--- config.mk ---
export PLATFORM = sky130hd
export DESIGN_NAME = tmr_ioc_chan
export DESIGN_NICKNAME = d
export VERILOG_FILES = /design/src/rtl/tmr_ioc_pkg.sv /design/src/rtl/tmr_ioc_rst_sync.sv /design/src/rtl/tmr_ioc_ctl.sv /design/src/rtl/tmr_ioc_cnt.sv /design/src/rtl/tmr_ioc_edge.sv /design/src/rtl/tmr_ioc_gr.sv /design/src/rtl/tmr_ioc_chan.sv
export SDC_FILE = /design/constraint.sdc
export NUM_CORES = 1
export LEC_CHECK = 0
export BUFFER_PORTS_ARGS = -buffer_cell sky130_fd_sc_hd__clkbuf_2
export CAP_MARGIN = 20
export CORE_MARGIN = 5
export CORE_UTILIZATION = 53
export DETAILED_ROUTE_END_ITERATION = 10
export GPL_ROUTABILITY_DRIVEN = 1
export PLACE_DENSITY = 0.79
export SYNTH_ARGS = -nofsm -noshare
export SYNTH_HDL_FRONTEND = slang
export SYNTH_SLANG_ARGS = --single-unit
--- constraint.sdc ---
create_clock -name clk -period 2.3 [get_ports clk]
set_input_delay 0.345 -clock clk [delete_from_list [all_inputs] [get_ports clk]]
set_output_delay 0.345 -clock clk [all_outputs]
set_load 0.01 [all_outputs]
--- src/rtl/tmr_ioc_pkg.sv ---
package tmr_ioc_pkg;

  localparam int IOC_W  = 3;
  localparam int NUM_GR = 2;
  localparam int CTL_W  = NUM_GR * (IOC_W + 1);

  typedef enum logic [1:0] {
    PIN_KEEP = 2'd0,
    PIN_LOW  = 2'd1,
    PIN_HIGH = 2'd2,
    PIN_FLIP = 2'd3
  } pin_act_e;

  typedef enum logic [1:0] {
    EDGE_RISE = 2'd0,
    EDGE_FALL = 2'd1,
    EDGE_ANY  = 2'd2
  } edge_sel_e;

  typedef struct packed {
    logic      cap_mode;
    pin_act_e  act;
    edge_sel_e edge_sel;
  } io_mode_t;

  function automatic io_mode_t decode_io(input logic [IOC_W-1:0] code);
    io_mode_t m;
    m.cap_mode = code[2];
    m.act      = PIN_KEEP;
    m.edge_sel = EDGE_RISE;
    if (!code[2]) begin
      unique case (code[1:0])
        2'b00:   m.act = PIN_KEEP;
        2'b01:   m.act = PIN_LOW;
        2'b10:   m.act = PIN_HIGH;
        default: m.act = PIN_FLIP;
      endcase
    end else begin
      if (code[1])      m.edge_sel = EDGE_ANY;
      else if (code[0]) m.edge_sel = EDGE_FALL;
      else              m.edge_sel = EDGE_RISE;
    end
    return m;
  endfunction

endpackage

--- src/rtl/tmr_ioc_rst_sync.sv ---
module tmr_ioc_rst_sync #(
  parameter int STAGES = 2
) (
  input  logic clk,
  input  logic rst_n,
  output logic rst_sync_n
);

  logic [STAGES-1:0] sync_q;
  logic [STAGES-1:0] sync_d;

  always_comb begin
    sync_d = {sync_q[STAGES-2:0], 1'b1};
  end

  always_ff @(posedge clk or negedge rst_n) begin
    if (!rst_n) sync_q <= '0;
    else        sync_q <= sync_d;
  end

  assign rst_sync_n = sync_q[STAGES-1];

endmodule

--- src/rtl/tmr_ioc_ctl.sv ---
module tmr_ioc_ctl
  import tmr_ioc_pkg::*;
#(
  parameter int N_FIELD = NUM_GR,
  parameter int FIELD_W = IOC_W
) (
  input  logic                       clk,
  input  logic                       rst_ni,
  input  logic                       wr_en,
  input  logic [N_FIELD*(FIELD_W+1)-1:0] wr_data,
  output logic [N_FIELD*(FIELD_W+1)-1:0] rd_data,
  output logic [N_FIELD-1:0][FIELD_W-1:0] code_q
);

  localparam int SLOT_W = FIELD_W + 1;

  logic [N_FIELD-1:0][FIELD_W-1:0] code_d;

  for (genvar g = 0; g < N_FIELD; g++) begin : g_field
    logic unused_rsvd;
    assign unused_rsvd = wr_data[g*SLOT_W + FIELD_W];

    always_comb begin
      code_d[g] = code_q[g];
      if (wr_en) code_d[g] = wr_data[g*SLOT_W +: FIELD_W];
    end

    assign rd_data[g*SLOT_W +: FIELD_W] = code_q[g];
    assign rd_data[g*SLOT_W + FIELD_W]  = 1'b0;
  end

  always_ff @(posedge clk or negedge rst_ni) begin
    if (!rst_ni) code_q <= '0;
    else         code_q <= code_d;
  end

endmodule

--- src/rtl/tmr_ioc_cnt.sv ---
module tmr_ioc_cnt #(
  parameter int CNT_W = 16
) (
  input  logic             clk,
  input  logic             rst_ni,
  input  logic             en,
  output logic [CNT_W-1:0] cnt_q
);

  localparam logic [CNT_W-1:0] STEP = CNT_W'(1);

  logic [CNT_W-1:0] cnt_d;

  always_comb begin
    cnt_d = cnt_q;
    if (en) cnt_d = cnt_q + STEP;
  end

  always_ff @(posedge clk or negedge rst_ni) begin
    if (!rst_ni) cnt_q <= '0;
    else         cnt_q <= cnt_d;
  end

endmodule

--- src/rtl/tmr_ioc_edge.sv ---
module tmr_ioc_edge
  import tmr_ioc_pkg::*;
#(
  parameter int SYNC_STAGES = 2
) (
  input  logic      clk,
  input  logic      rst_ni,
  input  logic      pin_in,
  input  logic      cap_mode,
  input  edge_sel_e edge_sel,
  output logic      fire_q
);

  logic [SYNC_STAGES-1:0] sync_q;
  logic [SYNC_STAGES-1:0] sync_d;
  logic                   prev_q;
  logic                   rise;
  logic                   fall;
  logic                   hit;

  always_comb begin
    sync_d = {sync_q[SYNC_STAGES-2:0], pin_in};
    rise   = sync_q[SYNC_STAGES-1] & ~prev_q;
    fall   = ~sync_q[SYNC_STAGES-1] & prev_q;
    unique case (edge_sel)
      EDGE_RISE: hit = rise;
      EDGE_FALL: hit = fall;
      default:   hit = rise | fall;
    endcase
    hit = hit & cap_mode;
  end

  always_ff @(posedge clk or negedge rst_ni) begin
    if (!rst_ni) begin
      sync_q <= '0;
      prev_q <= 1'b0;
      fire_q <= 1'b0;
    end else begin
      sync_q <= sync_d;
      prev_q <= sync_q[SYNC_STAGES-1];
      fire_q <= hit;
    end
  end

endmodule

--- src/rtl/tmr_ioc_gr.sv ---
module tmr_ioc_gr
  import tmr_ioc_pkg::*;
#(
  parameter int CNT_W         = 16,
  parameter bit TOGGLE_AS_SET = 1'b0
) (
  input  logic             clk,
  input  logic             rst_ni,
  input  logic             cnt_en,
  input  logic [CNT_W-1:0] cnt_q,
  input  logic             cap_mode,
  input  pin_act_e         act,
  input  logic             cap_fire,
  input  logic             wr_en,
  input  logic [CNT_W-1:0] wr_data,
  output logic [CNT_W-1:0] gr_q,
  output logic             pin_q
);

  logic [CNT_W-1:0] gr_d;
  logic             pin_d;
  logic             match;
  logic             flip_val;

  if (TOGGLE_AS_SET) begin : g_flip_set
    assign flip_val = 1'b1;
  end else begin : g_flip_inv
    assign flip_val = ~pin_q;
  end

  always_comb begin
    match = cnt_en & ~cap_mode & (cnt_q == gr_q);
    pin_d = pin_q;
    if (match) begin
      unique case (act)
        PIN_LOW:  pin_d = 1'b0;
        PIN_HIGH: pin_d = 1'b1;
        PIN_FLIP: pin_d = flip_val;
        default:  pin_d = pin_q;
      endcase
    end
  end

  always_comb begin
    gr_d = gr_q;
    if (cap_fire && cap_mode) gr_d = cnt_q;
    else if (wr_en)           gr_d = wr_data;
  end

  always_ff @(posedge clk or negedge rst_ni) begin
    if (!rst_ni) begin
      gr_q  <= '1;
      pin_q <= 1'b0;
    end else begin
      gr_q  <= gr_d;
      pin_q <= pin_d;
    end
  end

endmodule

--- src/rtl/tmr_ioc_chan.sv ---
module tmr_ioc_chan
  import tmr_ioc_pkg::*;
#(
  parameter int CNT_W         = 16,
  parameter bit TOGGLE_AS_SET = 1'b0,
  parameter int SYNC_STAGES   = 2
) (
  input  logic             clk,
  input  logic             rst_n,
  input  logic             cnt_en,
  input  logic             ctl_we,
  input  logic [7:0]       ctl_wdata,
  output logic [7:0]       ctl_rdata,
  input  logic             gra_we,
  input  logic             grb_we,
  input  logic [CNT_W-1:0] gr_wdata,
  output logic [CNT_W-1:0] gra_q,
  output logic [CNT_W-1:0] grb_q,
  output logic [CNT_W-1:0] cnt_q,
  input  logic             cap_in_a,
  input  logic             cap_in_b,
  output logic             cmp_out_a,
  output logic             cmp_out_b
);

  logic                          rst_sync_n;
  logic [NUM_GR-1:0][IOC_W-1:0]  code;
  logic [NUM_GR-1:0]             wr_en;
  logic [NUM_GR-1:0]             pin_in;
  logic [NUM_GR-1:0]             pin_out;
  logic [NUM_GR-1:0][CNT_W-1:0]  gr_val;

  assign wr_en  = {grb_we, gra_we};
  assign pin_in = {cap_in_b, cap_in_a};

  tmr_ioc_rst_sync #(.STAGES(2)) rst_sync_i (
    .clk        (clk),
    .rst_n      (rst_n),
    .rst_sync_n (rst_sync_n)
  );

  tmr_ioc_ctl #(.N_FIELD(NUM_GR), .FIELD_W(IOC_W)) ctl_i (
    .clk     (clk),
    .rst_ni  (rst_sync_n),
    .wr_en   (ctl_we),
    .wr_data (ctl_wdata),
    .rd_data (ctl_rdata),
    .code_q  (code)
  );

  tmr_ioc_cnt #(.CNT_W(CNT_W)) cnt_i (
    .clk    (clk),
    .rst_ni (rst_sync_n),
    .en     (cnt_en),
    .cnt_q  (cnt_q)
  );

  for (genvar g = 0; g < NUM_GR; g++) begin : g_unit
    io_mode_t mode;
    logic     fire;

    assign mode = decode_io(code[g]);

    tmr_ioc_edge #(.SYNC_STAGES(SYNC_STAGES)) edge_i (
      .clk      (clk),
      .rst_ni   (rst_sync_n),
      .pin_in   (pin_in[g]),
      .cap_mode (mode.cap_mode),
      .edge_sel (mode.edge_sel),
      .fire_q   (fire)
    );

    tmr_ioc_gr #(.CNT_W(CNT_W), .TOGGLE_AS_SET(TOGGLE_AS_SET)) gr_i (
      .clk      (clk),
      .rst_ni   (rst_sync_n),
      .cnt_en   (cnt_en),
      .cnt_q    (cnt_q),
      .cap_mode (mode.cap_mode),
      .act      (mode.act),
      .cap_fire (fire),
      .wr_en    (wr_en[g]),
      .wr_data  (gr_wdata),
      .gr_q     (gr_val[g]),
      .pin_q    (pin_out[g])
    );
  end

  assign gra_q     = gr_val[0];
  assign grb_q     = gr_val[1];
  assign cmp_out_a = pin_out[0];
  assign cmp_out_b = pin_out[1];

endmodule

==> run summary <==
The measured slew at the worst slew-check pin came out at 0.625 ns. The class of the worst hold path is primary input to flop. The core region is 6280 µm². The port buffer count is 85. The critical path is of the flop to flop type. The share of the Yosys chip area taken by registers is 0.502. The quantity of hold-fixing buffers added after cts came out at 1. The die width is 89.7 µm.

The maximum VDD drop came out at 0.000538 V. The congestion estimate from routability-driven global placement came to 0.808. Setup repair after global routing left no endpoint under its margin. The number of max-slew violations in the final report came out at 0. The post-route total power came out at 0.00344 W.

The number of standard cells after synthesis is 313. The starting density of the core came out at 0.537. The overall routed net length came out at 7720 µm. For this run the aggregate overflow at the end of global routing stands at 0. The number of top-level design ports is 90. Setup violations remaining at the end of the flow were counted as 0. Counting the buffers created by CTS gives 9.

The fraction of the cycle the final worst path needs is 0.854. Leaving out fill and tap cells, the most frequent cell in the layout is clkbuf_2. The cell area after synthesis is 3370 µm². After layout, the worst setup slack is 0.335 ns.

The post-synthesis average cell area is 10.8 µm². The number of gates resized after CTS was 0. The via count of the first global-routing pass was 2563. The first routing iteration left 124 violations. The per-cell via count in the routed design is 5.26. The clock insertion delay at the later pin of the skew report is 0.34 ns.

The total via count in the routed design came out at 2473. The number of H-tree levels came out at 3. Summing all placed instances gives a cell area of 3780 µm². In this run, synthesis produced a sequential element count of 66. The initial antenna violation count is 0. Clock tree synthesis selected as its root buffer the cell clkbuf_8. The maximum fanout along the worst path is 10. The number of buffers inserted to repair setup after CTS came out at 0. The full die area came out at 8050 µm². The leakage component of the power is 1.98 nW. STA classifies the critical path startpoint as a flop. The worst setup path is captured at a flop. The post-route antenna net violation count came out at 0. STA puts the critical path data arrival time at 2.18 ns. Once layout is complete, the cells apart from fillers number 470. The total of max-cap violations is 0. The number of antenna cells inserted is 0. The TritonCTS clock tree is done.

The register clock-pin slew on the reported worst setup and hold paths is 0.07 ns. The fraction of final layout cells with drive strength greater than 1 came out at 0.379. The power per cell area is 867 nW/µm². The count of final hold-check violations is 0.

Timing would allow up to 509 MHz. Leaving out fill and tap cells, the most frequent cells in the layout are clkbuf_2 (85), nand2_1 (43), xor2_1 (38), mux2i_1 (34), o21ai_0 (34). The net total in the final layout is 425. STA puts the critical path data required time at 2.52 ns. The global-route usage over all layers came out at 0.197. Headroom to the max-slew limit came out at 0.583. Dividing the detail-routed wire length by the instance count gives 16.4 µm. The count of placed standard cells including taps came out at 453. The run finished with clean final reports. The die span in y is 89.7 µm. The sum of net half-perimeters after detailed placement is 5610 µm. The number of remaining DRC errors is 0. The area growth from synthesis to layout is 17.9%. The number of core rows is 29. The wire length of the first global-routing pass came out at 12700 µm. The largest clock skew in the final design came out at 0.00798 ns. The number of iterations in the first detailed-routing pass is 4. Fill cells in the final layout number 510. Entering global routing, the biggest net connects 33 pins.

The distinct cell type count after synthesis is 28. The worst slack at placement came out at 0.320 ns. The final critical path time including I/O delays and setup is 1.97 ns. The number of warning messages in the yosys log came out at 0. In the final timing run, aggregate negative setup slack is 0 ns. After routing the design area is 3970 µm². The maximum clock insertion buffer count is 2. The number of clock sinks is 66.
-- worst max-delay path, stage by stage (launching register included) --
cell and delay [ns]:
dfrtp_1 0.50, xor2_1 0.23, nor4_1 0.40, nand4_1 0.17
nor4_2 0.20, mux2_1 0.35
-- cells in the mapped netlist, drive strengths merged --
| cell | number | share of area |
|---|---|---|
| buf | 22 | 0.044 |
| nor3 | 3 | 0.0045 |
| xnor2 | 9 | 0.023 |
| nor2 | 4 | 0.0045 |
| o21ai | 34 | 0.051 |
| conb | 2 | 0.0022 |
| mux2 | 7 | 0.023 |
| dfrtp | 34 | 0.25 |
| nand2 | 43 | 0.048 |
| ha | 5 | 0.019 |
| inv | 8 | 0.0089 |
| nand3 | 4 | 0.0059 |
| nor4 | 9 | 0.020 |
| and3 | 3 | 0.0056 |
| xor2 | 38 | 0.099 |
| a211oi | 2 | 0.0045 |
| nor4b | 2 | 0.0071 |
| and4 | 1 | 0.0026 |
| mux2i | 34 | 0.10 |
| nand4 | 5 | 0.0093 |
| dfstp | 32 | 0.25 |
| and2 | 2 | 0.0037 |
| clkbuf | 10 | 0.011 |
-- sequential cells by signal, indices dropped and copies added, names as in the netlist --
name	flops
ctl_i.code_q	6
g_unit.gr_i.gr_q	32
g_unit.edge_i.prev_q	2
cnt_i.cnt_q	16
rst_sync_i.sync_q	2
g_unit.edge_i.sync_q	4
g_unit.gr_i.pin_q	2
g_unit.edge_i.fire_q	2
-- cell type report --
type                       count  area [µm²]  area share
multi-input combinational    208        1470       0.369
clock inverter                 2        10.0     0.00252
tap                           77        96.3      0.0243
timing repair buffer          95         503       0.127
sequential                    66        1690       0.426
clock buffer                  14         173      0.0435
inverter                       8        30.0     0.00756
-- per-stage QoR --
step | hold WS [ns] | util
floorplan | 0.0494 | -
finish | 0.116 | 0.632
global route | 0.0971 | 0.632
CTS | 0.100 | 0.632
global placement | 0.123 | 0.602
detailed placement | 0.129 | 0.602
-- final timing paths --
check	start	cells past startpoint	to	slack, ns
hold reg to reg	rst_sync_i.sync_q[1]	0	g_unit[1].edge_i.sync_q[0]	0.13
max in group asynchronous	rst_sync_i.sync_q[1]	1	g_unit[1].gr_i.gr_q[2]	1.48
setup / recovery	cnt_i.cnt_q[7]	5	g_unit[0].gr_i.pin_q	0.33
hold / removal	cap_in_a	1	g_unit[0].edge_i.sync_q[0]	0.12
min in group asynchronous	rst_sync_i.sync_q[1]	0	g_unit[1].edge_i.sync_q[0]	0.13
setup reg to reg	cnt_i.cnt_q[7]	5	g_unit[0].gr_i.pin_q	0.33
-- power by group --
group          internal [W]  leakage (nW)  switching [W]
Combinational      0.000398          1.12       0.000496
Clock              0.000478        0.0965       0.000427
Sequential          0.00141         0.765       0.000229
-- kinds of logic after synthesis --
| kind of cell | after synthesis | synth area share |
|---|---|---|
| simple gates | 76 | 0.111 |
| flops | 66 | 0.502 |
| other cells | 2 | 0.00223 |
| xor+xnor | 47 | 0.122 |
| mux | 41 | 0.124 |
| compound gates | 36 | 0.0550 |
| fa+ha+maj | 5 | 0.0186 |
| buf+inv | 40 | 0.0639 |
-- layer usage --
metal	wire length, µm	GRT usage	vias to the layer above
met3	417	0.0376	14
met4	167	0.103	0
met5	0	0	-
met1	3270	0.248	1185
li1	-	-	1195
met2	3870	0.319	79
No activity file was read; power rests on OpenSTA's default activity.
